`src/rtl/exc_entry_pkg.sv`:
```
package exc_entry_pkg;
  typedef enum logic [1:0] {ST_IDLE, ST_CALC, ST_READ, ST_COMMIT} seq_state_e;
  typedef enum logic [1:0] {CZ_NONE, CZ_FAULT, CZ_BREAK, CZ_IRQ} cause_e;
endpackage

```
`src/rtl/exc_cause_arb.sv`:
```
module exc_cause_arb
  import exc_entry_pkg::*;
#(
  parameter int unsigned VEC_W = 8
) (
  input  logic             req_fault_i,
  input  logic             req_break_i,
  input  logic             req_irq_i,
  input  logic             irq_en_i,
  input  logic [VEC_W-1:0] fault_vec_i,
  input  logic [VEC_W-1:0] trap_vec_i,
  input  logic [VEC_W-1:0] irq_vec_i,
  output cause_e           cause_o,
  output logic [VEC_W-1:0] vec_o
);
  // fault > break > interrupt; a masked interrupt is not a cause
  always_comb begin
    cause_o = CZ_NONE;
    vec_o   = '0;
    if (req_fault_i) begin
      cause_o = CZ_FAULT;
      vec_o   = fault_vec_i;
    end else if (req_break_i) begin
      cause_o = CZ_BREAK;
      vec_o   = trap_vec_i;
    end else if (req_irq_i && irq_en_i) begin
      cause_o = CZ_IRQ;
      vec_o   = irq_vec_i;
    end
  end

  always_comb begin
    if (req_fault_i) p_fault_wins_r8: assert (cause_o == CZ_FAULT);
    if (cause_o == CZ_IRQ) p_irq_enabled_r3: assert (irq_en_i && !req_break_i);
  end
endmodule

```
`src/rtl/exc_frame_calc.sv`:
```
module exc_frame_calc
  import exc_entry_pkg::*;
#(
  parameter int unsigned XLEN     = 32,
  parameter int unsigned VEC_W    = 8,
  parameter int unsigned DSLOT_W  = 2,
  parameter int unsigned U_BIT    = 5,
  parameter int unsigned KEEP_HI  = 2,
  parameter int unsigned SHIFT    = 10,
  parameter int unsigned BRK_STEP = 2
) (
  input  cause_e            cause_i,
  input  logic [XLEN-1:0]   pc_i,
  input  logic [DSLOT_W-1:0] dslot_i,
  input  logic [XLEN-1:0]   status_i,
  input  logic [XLEN-1:0]   base_i,
  input  logic [VEC_W-1:0]  vec_i,
  input  logic [XLEN-1:0]   sp_i,
  input  logic [XLEN-1:0]   usp_i,
  input  logic [XLEN-1:0]   ksp_i,
  output logic [XLEN-1:0]   ret_o,
  output logic [XLEN-1:0]   status_o,
  output logic [XLEN-1:0]   sp_o,
  output logic [XLEN-1:0]   usp_o,
  output logic [XLEN-1:0]   vec_addr_o
);
  localparam int unsigned LOW_W = XLEN - KEEP_HI - SHIFT;

  logic [XLEN-1:0] ret_base;
  logic            user_mode;
  logic            unused_mid;

  assign unused_mid = ^status_i[XLEN-KEEP_HI-1:LOW_W];
  assign user_mode  = status_i[U_BIT];

  // break resumes after the trap instruction; others retry it
  assign ret_base   = pc_i + ((cause_i == CZ_BREAK) ? XLEN'(BRK_STEP) : '0);
  // a delay-slot instruction restarts at its branch
  assign ret_o      = ret_base - XLEN'(dslot_i);

  assign status_o   = {status_i[XLEN-1 -: KEEP_HI], status_i[LOW_W-1:0], {SHIFT{1'b0}}};

  assign sp_o       = user_mode ? ksp_i : sp_i;
  assign usp_o      = user_mode ? sp_i  : usp_i;

  assign vec_addr_o = base_i + (XLEN'(vec_i) << 2);
endmodule

```
`src/rtl/exc_entry_seq.sv`:
```
module exc_entry_seq
  import exc_entry_pkg::*;
#(
  parameter int unsigned XLEN    = 32,
  parameter int unsigned VEC_W   = 8,
  parameter int unsigned DSLOT_W = 2,
  parameter int unsigned IE_BIT  = 4,
  parameter int unsigned U_BIT   = 5
) (
  input  logic               clk_i,
  input  logic               rst_ni,
  input  logic               req_fault_i,
  input  logic               req_break_i,
  input  logic               req_irq_i,
  input  logic [VEC_W-1:0]   fault_vec_i,
  input  logic [VEC_W-1:0]   trap_vec_i,
  input  logic [VEC_W-1:0]   irq_vec_i,
  input  logic [XLEN-1:0]    pc_i,
  input  logic [DSLOT_W-1:0] dslot_i,
  input  logic [XLEN-1:0]    status_i,
  input  logic [XLEN-1:0]    base_i,
  input  logic [XLEN-1:0]    sp_i,
  input  logic [XLEN-1:0]    usp_i,
  input  logic [XLEN-1:0]    ksp_i,
  output logic               mem_req_o,
  output logic [XLEN-1:0]    mem_addr_o,
  input  logic               mem_valid_i,
  input  logic [XLEN-1:0]    mem_data_i,
  output logic               done_o,
  output logic               dslot_clr_o,
  output logic               fatal_o,
  output logic [XLEN-1:0]    pc_o,
  output logic [XLEN-1:0]    ret_addr_o,
  output logic [XLEN-1:0]    status_o,
  output logic [XLEN-1:0]    sp_o,
  output logic [XLEN-1:0]    usp_o
);
  localparam int unsigned SHIFT = 10;

  seq_state_e         state_q;
  cause_e             cause_w, cause_q;
  logic [VEC_W-1:0]   vec_w, vec_q;
  logic [XLEN-1:0]    pc_q, status_q, base_q, sp_q, usp_q, ksp_q, addr_q;
  logic [DSLOT_W-1:0] dslot_q;
  logic [XLEN-1:0]    ret_w, st_w, sp_w, usp_w, vaddr_w;
  logic               fatal_q;

  exc_cause_arb #(.VEC_W(VEC_W)) u_arb (
    .req_fault_i (req_fault_i),
    .req_break_i (req_break_i),
    .req_irq_i   (req_irq_i),
    .irq_en_i    (status_i[IE_BIT]),
    .fault_vec_i (fault_vec_i),
    .trap_vec_i  (trap_vec_i),
    .irq_vec_i   (irq_vec_i),
    .cause_o     (cause_w),
    .vec_o       (vec_w)
  );

  exc_frame_calc #(
    .XLEN(XLEN), .VEC_W(VEC_W), .DSLOT_W(DSLOT_W), .U_BIT(U_BIT),
    .KEEP_HI(2), .SHIFT(SHIFT), .BRK_STEP(2)
  ) u_frame (
    .cause_i    (cause_q),
    .pc_i       (pc_q),
    .dslot_i    (dslot_q),
    .status_i   (status_q),
    .base_i     (base_q),
    .vec_i      (vec_q),
    .sp_i       (sp_q),
    .usp_i      (usp_q),
    .ksp_i      (ksp_q),
    .ret_o      (ret_w),
    .status_o   (st_w),
    .sp_o       (sp_w),
    .usp_o      (usp_w),
    .vec_addr_o (vaddr_w)
  );

  always_ff @(posedge clk_i or negedge rst_ni) begin
    if (!rst_ni) begin
      state_q    <= ST_IDLE;
      cause_q    <= CZ_NONE;
      vec_q      <= '0;
      pc_q       <= '0;
      dslot_q    <= '0;
      status_q   <= '0;
      base_q     <= '0;
      sp_q       <= '0;
      usp_q      <= '0;
      ksp_q      <= '0;
      addr_q     <= '0;
      pc_o       <= '0;
      ret_addr_o <= '0;
      status_o   <= '0;
      sp_o       <= '0;
      usp_o      <= '0;
    end else begin
      unique case (state_q)
        ST_IDLE: begin
          if (cause_w != CZ_NONE) begin
            cause_q  <= cause_w;
            vec_q    <= vec_w;
            pc_q     <= pc_i;
            dslot_q  <= dslot_i;
            status_q <= status_i;
            base_q   <= base_i;
            sp_q     <= sp_i;
            usp_q    <= usp_i;
            ksp_q    <= ksp_i;
            state_q  <= ST_CALC;
          end
        end
        ST_CALC: begin
          addr_q  <= vaddr_w;
          state_q <= ST_READ;
        end
        ST_READ: begin
          if (mem_valid_i) begin
            pc_o       <= mem_data_i;
            ret_addr_o <= ret_w;
            status_o   <= st_w;
            sp_o       <= sp_w;
            usp_o      <= usp_w;
            state_q    <= ST_COMMIT;
          end
        end
        ST_COMMIT: state_q <= ST_IDLE;
        default:   state_q <= ST_IDLE;
      endcase
    end
  end

  // a second fault during fault entry is unrecoverable
  always_ff @(posedge clk_i or negedge rst_ni) begin
    if (!rst_ni) fatal_q <= 1'b0;
    else if (state_q != ST_IDLE && cause_q == CZ_FAULT && req_fault_i) fatal_q <= 1'b1;
  end

  assign fatal_o     = fatal_q;
  assign done_o      = (state_q == ST_COMMIT);
  assign dslot_clr_o = done_o;
  assign mem_req_o   = (state_q == ST_READ);
  assign mem_addr_o  = addr_q;

  p_done_pulse_r10: assert property (@(posedge clk_i) disable iff (!rst_ni)
    done_o |=> !done_o);
  p_done_after_valid_r10: assert property (@(posedge clk_i) disable iff (!rst_ni)
    $rose(done_o) |-> $past(mem_valid_i));
  p_outputs_hold_r10: assert property (@(posedge clk_i) disable iff (!rst_ni)
    !done_o |-> ($stable(ret_addr_o) && $stable(pc_o) && $stable(sp_o) && $stable(status_o)));
  p_status_shift_r7: assert property (@(posedge clk_i) disable iff (!rst_ni)
    done_o |-> (status_o[SHIFT-1:0] == '0 && !status_o[U_BIT]));
  p_fatal_sticky_r9: assert property (@(posedge clk_i) disable iff (!rst_ni)
    fatal_o |=> fatal_o);
  p_addr_steady_r5: assert property (@(posedge clk_i) disable iff (!rst_ni)
    (mem_req_o && !mem_valid_i) |=> (mem_req_o && $stable(mem_addr_o)));
endmodule

```
`config.mk`:
```
export PLATFORM = sky130hd
export DESIGN_NAME = exc_entry_seq
export DESIGN_NICKNAME = d
export VERILOG_FILES = /design/src/rtl/exc_entry_pkg.sv /design/src/rtl/exc_cause_arb.sv /design/src/rtl/exc_frame_calc.sv /design/src/rtl/exc_entry_seq.sv
export SDC_FILE = /design/constraint.sdc
export NUM_CORES = 1
export LEC_CHECK = 0
export CAP_MARGIN = 20
export CELL_PAD_IN_SITES_DETAIL_PLACEMENT = 0
export CELL_PAD_IN_SITES_GLOBAL_PLACEMENT = 1
export CORE_MARGIN = 2
export CORE_UTILIZATION = 34
export DETAILED_ROUTE_END_ITERATION = 10
export PLACE_DENSITY = 0.83
export SLEW_MARGIN = 40
export SYNTH_ARGS = -nofsm -noshare
export SYNTH_HDL_FRONTEND = slang
export SYNTH_SLANG_ARGS = --single-unit
```
`constraint.sdc`:
```
create_clock -name clk_i -period 2.9 [get_ports clk_i]
set_input_delay 0.29 -clock clk_i [delete_from_list [all_inputs] [get_ports clk_i]]
set_output_delay 0.29 -clock clk_i [all_outputs]
set_load 0.02 [all_outputs]
```
==> summary.txt, run 1 <==
Outcome
  • Outcome: finished, violations left
  • Failing checks: negative setup slack

Setup path
  • CP Launch Type: flip-flop
  • WP data required: 3.34 ns
  • Crit. End Element: flip-flop
  • FF-to-FF Start: cause_q[0]
  • R2r setup slk: -0.16 ns
  • R2R cell count: 13
  • Highest fanout seen on the critical path: 2
  • CP Capture Point: ret_addr_o[25]
  • CP arrival: 3.50 ns
  • Crit path kind: flip-flop to flip-flop
  • Critical Path Start: cause_q[0]
  • R2R Path End: ret_addr_o[25]

CTS
  • Clk buf depth: 3
  • TritonCTS clock tree: yes
  • CTS clk-pin slew, worst paths: 0.06 ns
  • Clk_lat worst skew: 0.56 ns
  • Num CTS Buffers: 43
  • Root buf cell: clkbuf_16
  • Clk sinks: 379
  • Number of H-tree levels: 2

STA
  • Hold Fails Final Rpt: 0
  • Post-route setup slack: -0.1572 ns
  • Setup TNS: -0.3442 ns
  • Hold slack: 0.2539 ns
  • Final Cycle Share: 105.4%
  • Max Slew Vio Count: 0
  • Clk_skew: 0.01032 ns
  • Worst-Margin Slew: 0.7973 ns
  • Minimum clock period: 3.057 ns
  • RSZ-0062 raised after global routing: true
  • # setup viols final: 4
  • Max frequency: 327.1 MHz
  • Slew headroom: 46.49%

Route
  • Drt first pass iters: 5
  • Drt drc: 0
  • Wire length per cell: 17.44 um
  • Vias: 13320
  • Vias per cell: 4.840
  • DR iter-0 viols: 726
  • Routed Antenna Nets: 0
  • Post-Route WL: 47.98 mm

Global route
  • Largest net degree at the start of global routing: 92
  • First-pass GRT wire length: 75.67 mm
  • GR Overflow Total: 0
  • Vias in the first global route: 13660
  • Antenna violations before repair: 1
  • GRT Overall Usage: 17.81%

Die
  • Chip width: 231.0 um
  • IO Count: 452
  • FP Rows: 83
  • Initial Util: 34.28%
  • Die H: 231.0 um
  • Full die area: 53350 um2
  • Area of the core: 51090 um2

Placement
  • Post-detail-place hpwl: 34.58 mm
  • GP Congestion: 0.8281
  • Post-DP Area: 22750 um2
  • # port buffers: 431

Power
  • Pwr Density: 1277 nW/um2
  • Worst vdd ir: 0.6506 mV
  • Clock share of power: 18.0%
  • Internal power: 18.93 mW
  • Reg power frac: 31.2%
  • Switch Pwr: 12.15 mW
  • Gate power share: 50.8%
  • Leak: 10.81 nW
  • Sw frac: 39.09%

Run
  • Max-cap violation count: 0

Finish
  • Most frequent cells in the layout: 430 x clkdlybuf4s50_1, 378 x dfrtp_1, 305 x nand2_1
  • NumNets Final: 2340
  • Diode count: 0
  • Fillers: 4755
  • Layout cells sized above 1: 16.80%
  • Design Area, Final: 24340 um2
  • Layout area overhead: 38.98%
  • Commonest non-fill, non-tap cell in the layout: clkdlybuf4s50_1

Synthesis
  • Synth Warn #: 0
  • Async SR Flop Fraction: 100.0%
  • Cells after Synth: 1598
  • Cell variety after synth: 65
  • Synthesized area: 17520 um2
  • Post-synth EDFFs: 0
  • Sequential element share of the synthesized area: 54.15%
  • Top FF cell, synth: dfrtp_1
  • Mapped Avg Cell Area: 10.96 um2
  • Yosys reg bits: 379

Min path
  • HP Class: input pin to flip-flop
[final cells by class]
| type | count | area (um2) | area share (%) |
|---|---|---|---|
| timing repair buffer | 479 | 4836 | 19.87 |
| multi-input combinational | 1084 | 7510 | 30.85 |
| sequential | 379 | 9488 | 38.98 |
| inverter | 51 | 191.4 | 0.7864 |
| clock inverter | 19 | 250.2 | 1.028 |
| clock buffer | 59 | 1217 | 5.001 |
| tap | 680 | 850.8 | 3.495 |
[cells in the mapped netlist, types with 3 or more instances]
cell type / count / area [um2]
dfrtp_1: 379 / 9484
nand2_1: 308 / 1156
mux2_2: 192 / 2162
o21ai_0: 125 / 625.6
a21oi_1: 74 / 370.4
mux2i_1: 64 / 640.6
nor2_1: 56 / 210.2
inv_1: 51 / 191.4
clkbuf_1: 45 / 168.9
ha_1: 43 / 538.0
buf_2: 27 / 135.1
xor2_1: 27 / 236.5
xnor2_1: 22 / 192.7
a21o_1: 14 / 105.1
nor3_1: 14 / 70.07
nand3_1: 12 / 60.06
nand4_1: 12 / 75.07
buf_4: 11 / 82.58
a211oi_1: 9 / 67.56
and3_1: 9 / 56.30
nor3b_1: 8 / 60.06
o21bai_1: 7 / 52.55
buf_6: 6 / 67.56
o21a_1: 6 / 45.04
o31ai_1: 6 / 45.04
nand2b_1: 5 / 31.28
and2_1: 4 / 25.02
buf_1: 4 / 15.01
nor2b_1: 4 / 25.02
and4_1: 3 / 26.28
fa_1: 3 / 60.06
nand3b_1: 3 / 22.52
[critical path: stages, from the launching register on]
cell and delay, ns:
dfrtp_1 0.38, inv_2 0.07, nand2_2 0.05, fa_1 0.50, inv_2 0.05, ha_4 0.16, fa_2 0.36, a21o_1 0.17
nand4_1 0.15, a211oi_4 0.10, o31ai_4 0.25, a211oi_2 0.12, mux2_4 0.32, a221o_1 0.26
[power by group through the flow]
stage	clock network [mW]	logic (mW)	registers [mW]
after floorplan	0	8.89	10.7
after global placement	0	15.1	9.78
after detailed placement	0	15.4	9.90
after CTS	5.76	15.5	9.83
after global routing	5.99	17.3	10.0
final	5.60	15.8	9.70
[layer usage]
metal / routed length (um) / up-vias / share of wire (%) / GRT usage, %
met1: 20020 / 6542 / 42 / 22.03
met3: 3600 / 70 / 7.5 / 5.114
met4: 1080 / 2 / 2.3 / 5.504
met5: 12 / - / 0.025 / 0
li1: - / 6345 / - / -
met2: 23260 / 357 / 48 / 30.03
[stage by stage]
stage / setup WS [ns] / cells / power (mW) / utilization (%)
global route: -0.3195 / 2751 / 33.30 / 47.64
detailed placement: -0.1833 / 2668 / 25.29 / 44.53
CTS: -0.1678 / 2747 / 31.09 / 47.43
global placement: -0.1318 / 2668 / 24.86 / 44.53
finish: -0.1572 / 2751 / 31.08 / 47.64
floorplan: -0.02956 / 1607 / 19.57 / -
[what timing repair did]
action / 4_1_cts / 5_1_grt
pin swaps: 1 / 14
hold buffers: 1 / 0
buffers inserted: 0 / 3
endpoints found under the hold margin: 70 / 0
setup endpoints to repair: 5 / 20
gates resized for setup: 3 / 22
[how the worst min path moves through the flow]
stage                     cells past startpoint      startpoint   endpoint  slack (ns)
after floorplan                               0          rst_ni  base_q[0]      -0.006
after global placement                        1          rst_ni   pc_q[29]        0.37
after detailed placement                      1          rst_ni   pc_q[29]        0.37
after CTS                                     3  mem_data_i[25]   pc_o[25]        0.21
after global routing                          3  mem_data_i[31]   pc_o[31]        0.24
final                                         3  mem_data_i[25]   pc_o[25]        0.25
[cells by family (layout without fill, tap and decap cells)]
logic type | count (synthesis) | count (layout) | share of synthesized area [%]
and+or+nand+nor | 446 | 446 | 10.74
DFF | 379 | 379 | 54.15
AOI/OAI and AO/OA | 276 | 276 | 9.386
muxes | 257 | 257 | 16.07
buffers and inverters | 144 | 608 | 3.772
xor gates and xnor gates | 49 | 49 | 2.450
adders and majority gates | 46 | 46 | 3.415
other | 1 | 10 | 0.02141
Power figures use the tool's default switching activity.
==> run 2, diff against run 1 <==
--- a/config.mk
+++ b/config.mk
@@ -5,11 +5,11 @@
 export SDC_FILE = /design/constraint.sdc
 export NUM_CORES = 1
 export LEC_CHECK = 0
-export CAP_MARGIN = 20
 export CELL_PAD_IN_SITES_DETAIL_PLACEMENT = 0
 export CELL_PAD_IN_SITES_GLOBAL_PLACEMENT = 1
 export CORE_MARGIN = 2
 export CORE_UTILIZATION = 34
+export CTS_CLUSTER_SIZE = 24
 export DETAILED_ROUTE_END_ITERATION = 10
 export PLACE_DENSITY = 0.83
 export SLEW_MARGIN = 40
==> run 2 against run 1 <==
Against the previous run:
- register-to-register slack about the same
- sequential power about the same
- setup slack lost 0.0033 ns
- wire length up 0.13%
- fmax is 0.11% lower
- final cell count barely moved
- clock power hardly changed
- first-iteration DRC count decreased by 3.9%
- via count is essentially flat
- largest cell class unchanged
- sequential share of layout area about the same
- the run still ends with negative setup slack left
- critical endpoint unchanged
- worst hold slack about the same
==> summary.txt, run 2 (synthesis gave the netlist of run 1 again) <==
Outcome
  • Outcome: finished, violations left
  • Failing checks: negative setup slack

Setup path
  • Highest fanout seen on the critical path: 2 (unchanged)
  • R2r setup slk: -0.16 ns (about the same)
  • CP max stage delay: 0.50 ns (about the same)
  • WP buf/inv: 2 (unchanged)
  • Crit. End Element: flip-flop
  • Slowest cell on the critical path: fa_1
  • FF-to-FF Start: cause_q[0]
  • CP Launch Type: flip-flop
  • CP Cell Sequence: inv_2, nand2_2, fa_1, inv_2, ha_4, fa_2, a21o_1, nand4_1, a211oi_4, o31ai_4, a211oi_2, mux2_4, a221o_1
  • Crit path kind: flip-flop to flip-flop
  • WP data required: 3.34 ns (about the same)
  • Most used cell, CP: inv_2
  • Crit path max-delay family: adder cells
  • CP arrival: 3.50 ns (about the same)
  • Critical Path Start: cause_q[0]

Min path
  • HP Class: input pin to flip-flop
  • Origin of the worst min-delay path: mem_data_i[25]

Finish
  • Fillers: 4755 (unchanged)
  • Design Area, Final: 24350 um2 (about the same)
  • NumNets Final: 2340 (unchanged)
  • Layout area overhead: 39.04% (about the same)
  • Commonest non-fill, non-tap cell in the layout: clkdlybuf4s50_1
  • Most frequent cells in the layout: 430 x clkdlybuf4s50_1, 378 x dfrtp_1, 305 x nand2_1
  • Diode count: 0 (unchanged)
  • Layout cells sized above 1: 16.89% (+0.088 points)

Route
  • Vias: 13310 (-0.015%)
  • Vias per cell: 4.838 (about the same)
  • Wire length per cell: 17.46 um (about the same)
  • DR iter-0 viols: 698 (-3.9%)
  • Drt first pass iters: 5 (unchanged)
  • Routed Antenna Nets: 0 (unchanged)
  • Post-Route WL: 48.04 mm (+0.13%)
  • Drt drc: 0 (unchanged)

CTS
  • Root buf cell: clkbuf_16
  • Num CTS Buffers: 43 (unchanged)
  • TritonCTS clock tree: yes
  • Clk buf depth: 3 (unchanged)
  • Clk_lat worst skew: 0.56 ns (about the same)
  • CTS clk-pin slew, worst paths: 0.06 ns (about the same)
  • Number of H-tree levels: 2 (unchanged)
  • Clk sinks: 379 (unchanged)

STA
  • RSZ-0062 raised after global routing: true
  • Worst-Margin Slew: 0.7917 ns (-0.005515 ns)
  • Clk_skew: 0.009402 ns (-0.0009184 ns)
  • # setup viols final: 4 (unchanged)
  • Minimum clock period: 3.061 ns (+0.003278 ns)
  • Hold Fails Final Rpt: 0 (unchanged)
  • Final Cycle Share: 105.5% (+0.11 points)
  • Max frequency: 326.7 MHz (-0.11%)
  • Max Slew Vio Count: 0 (unchanged)
  • Post-route setup slack: -0.1605 ns (-0.003278 ns)
  • Slew headroom: 46.86% (+0.37 points)

Placement
  • Post-detail-place hpwl: 34.58 mm (unchanged)
  • # port buffers: 431 (unchanged)
  • GP Congestion: 0.8281 (unchanged)
  • Post-DP Area: 22750 um2 (unchanged)
  • Pre-CTS setup slack: -0.1833 ns (unchanged)

Power
  • Power, Total: 31.12 mW (+0.11%)
  • Pwr Density: 1278 nW/um2 (about the same)
  • Worst vdd ir: 0.6506 mV (about the same)
  • Leak: 10.82 nW (about the same)

Die
  • IO Count: 452 (unchanged)
  • Chip width: 231.0 um (unchanged)
  • FP Rows: 83 (unchanged)
  • Die H: 231.0 um (unchanged)
  • Initial Util: 34.28% (unchanged)
  • Area of the core: 51090 um2 (unchanged)
  • Full die area: 53350 um2 (unchanged)

Global route
  • First-pass GRT wire length: 75.59 mm (-0.10%)
  • Antenna violations before repair: 1 (unchanged)
  • Vias in the first global route: 13640 (-0.19%)
  • GRT Overall Usage: 17.81% (about the same)
  • Largest net degree at the start of global routing: 92 (unchanged)
  • GR Overflow Total: 0 (unchanged)

Run
  • Max-cap violation count: 0 (unchanged)
-- run 2: layer usage --
layer	GRT usage (%)	share of wire [%]
met1	22.07	42
met2	29.98	48
met3	5.126	7.6
met4	5.484	2.2
met5	0	0.025
-- run 2: final timing paths --
| check | to | cells past startpoint |
|---|---|---|
| max | ret_addr_o[25] | 13 |
| min | pc_o[25] | 3 |
| max reg2reg | ret_addr_o[25] | 13 |
| min reg2reg | status_o[13] | 2 |
| max in group asynchronous | base_q[25] | 3 |
| min in group asynchronous | pc_q[29] | 2 |
-- run 2: where the power goes --
part	leakage (nW)	switching [mW]	internal, mW	total, mW
Sequential	4.56	1.75	7.94	9.70
Combinational	5.54	8.20	7.59	15.8
Clock	0.721	2.23	3.40	5.63
Total	10.8	12.2	18.9	31.1
-- run 2: metrics by stage --
stage | setup TNS, ns | utilization, % | instances | hold slack [ns]
floorplan | -0.02956 | - | 1607 | -0.005591
global placement | -0.2245 | 44.53 | 2668 | 0.3697
detailed placement | -0.3460 | 44.53 | 2668 | 0.3740
CTS | -0.3545 | 47.45 | 2748 | 0.2131
global route | -1.549 | 47.66 | 2752 | 0.2370
finish | -0.3513 | 47.66 | 2752 | 0.2543
-- run 2: worst reg2reg max path, stage by stage, from the launching register on --
cell	delay, ns
dfrtp_1	0.39
inv_2	0.07
nand2_2	0.05
fa_1	0.50
inv_2	0.05
ha_4	0.16
fa_2	0.36
a21o_1	0.17
nand4_1	0.15
a211oi_4	0.10
o31ai_4	0.25
a211oi_2	0.12
mux2_4	0.32
a221o_1	0.26
-- run 2: final cells by class --
cell class	count	area, um2	share of cell area [%]
tap	680	850.8	3.494
clock buffer	58	1214	4.984
sequential	379	9488	38.96
inverter	51	191.4	0.7861
clock inverter	21	264.0	1.084
multi-input combinational	1084	7510	30.84
timing repair buffer	479	4836	19.86
-- run 2: repair_timing --
| action | 4_1_cts | 5_1_grt |
|---|---|---|
| buffers inserted | 0 | 3 |
| setup endpoints to repair | 5 | 20 |
| endpoints found under the hold margin | 70 | 0 |
| resized for setup | 3 | 22 |
| pin swaps | 1 | 14 |
| hold buffers | 1 | 0 |
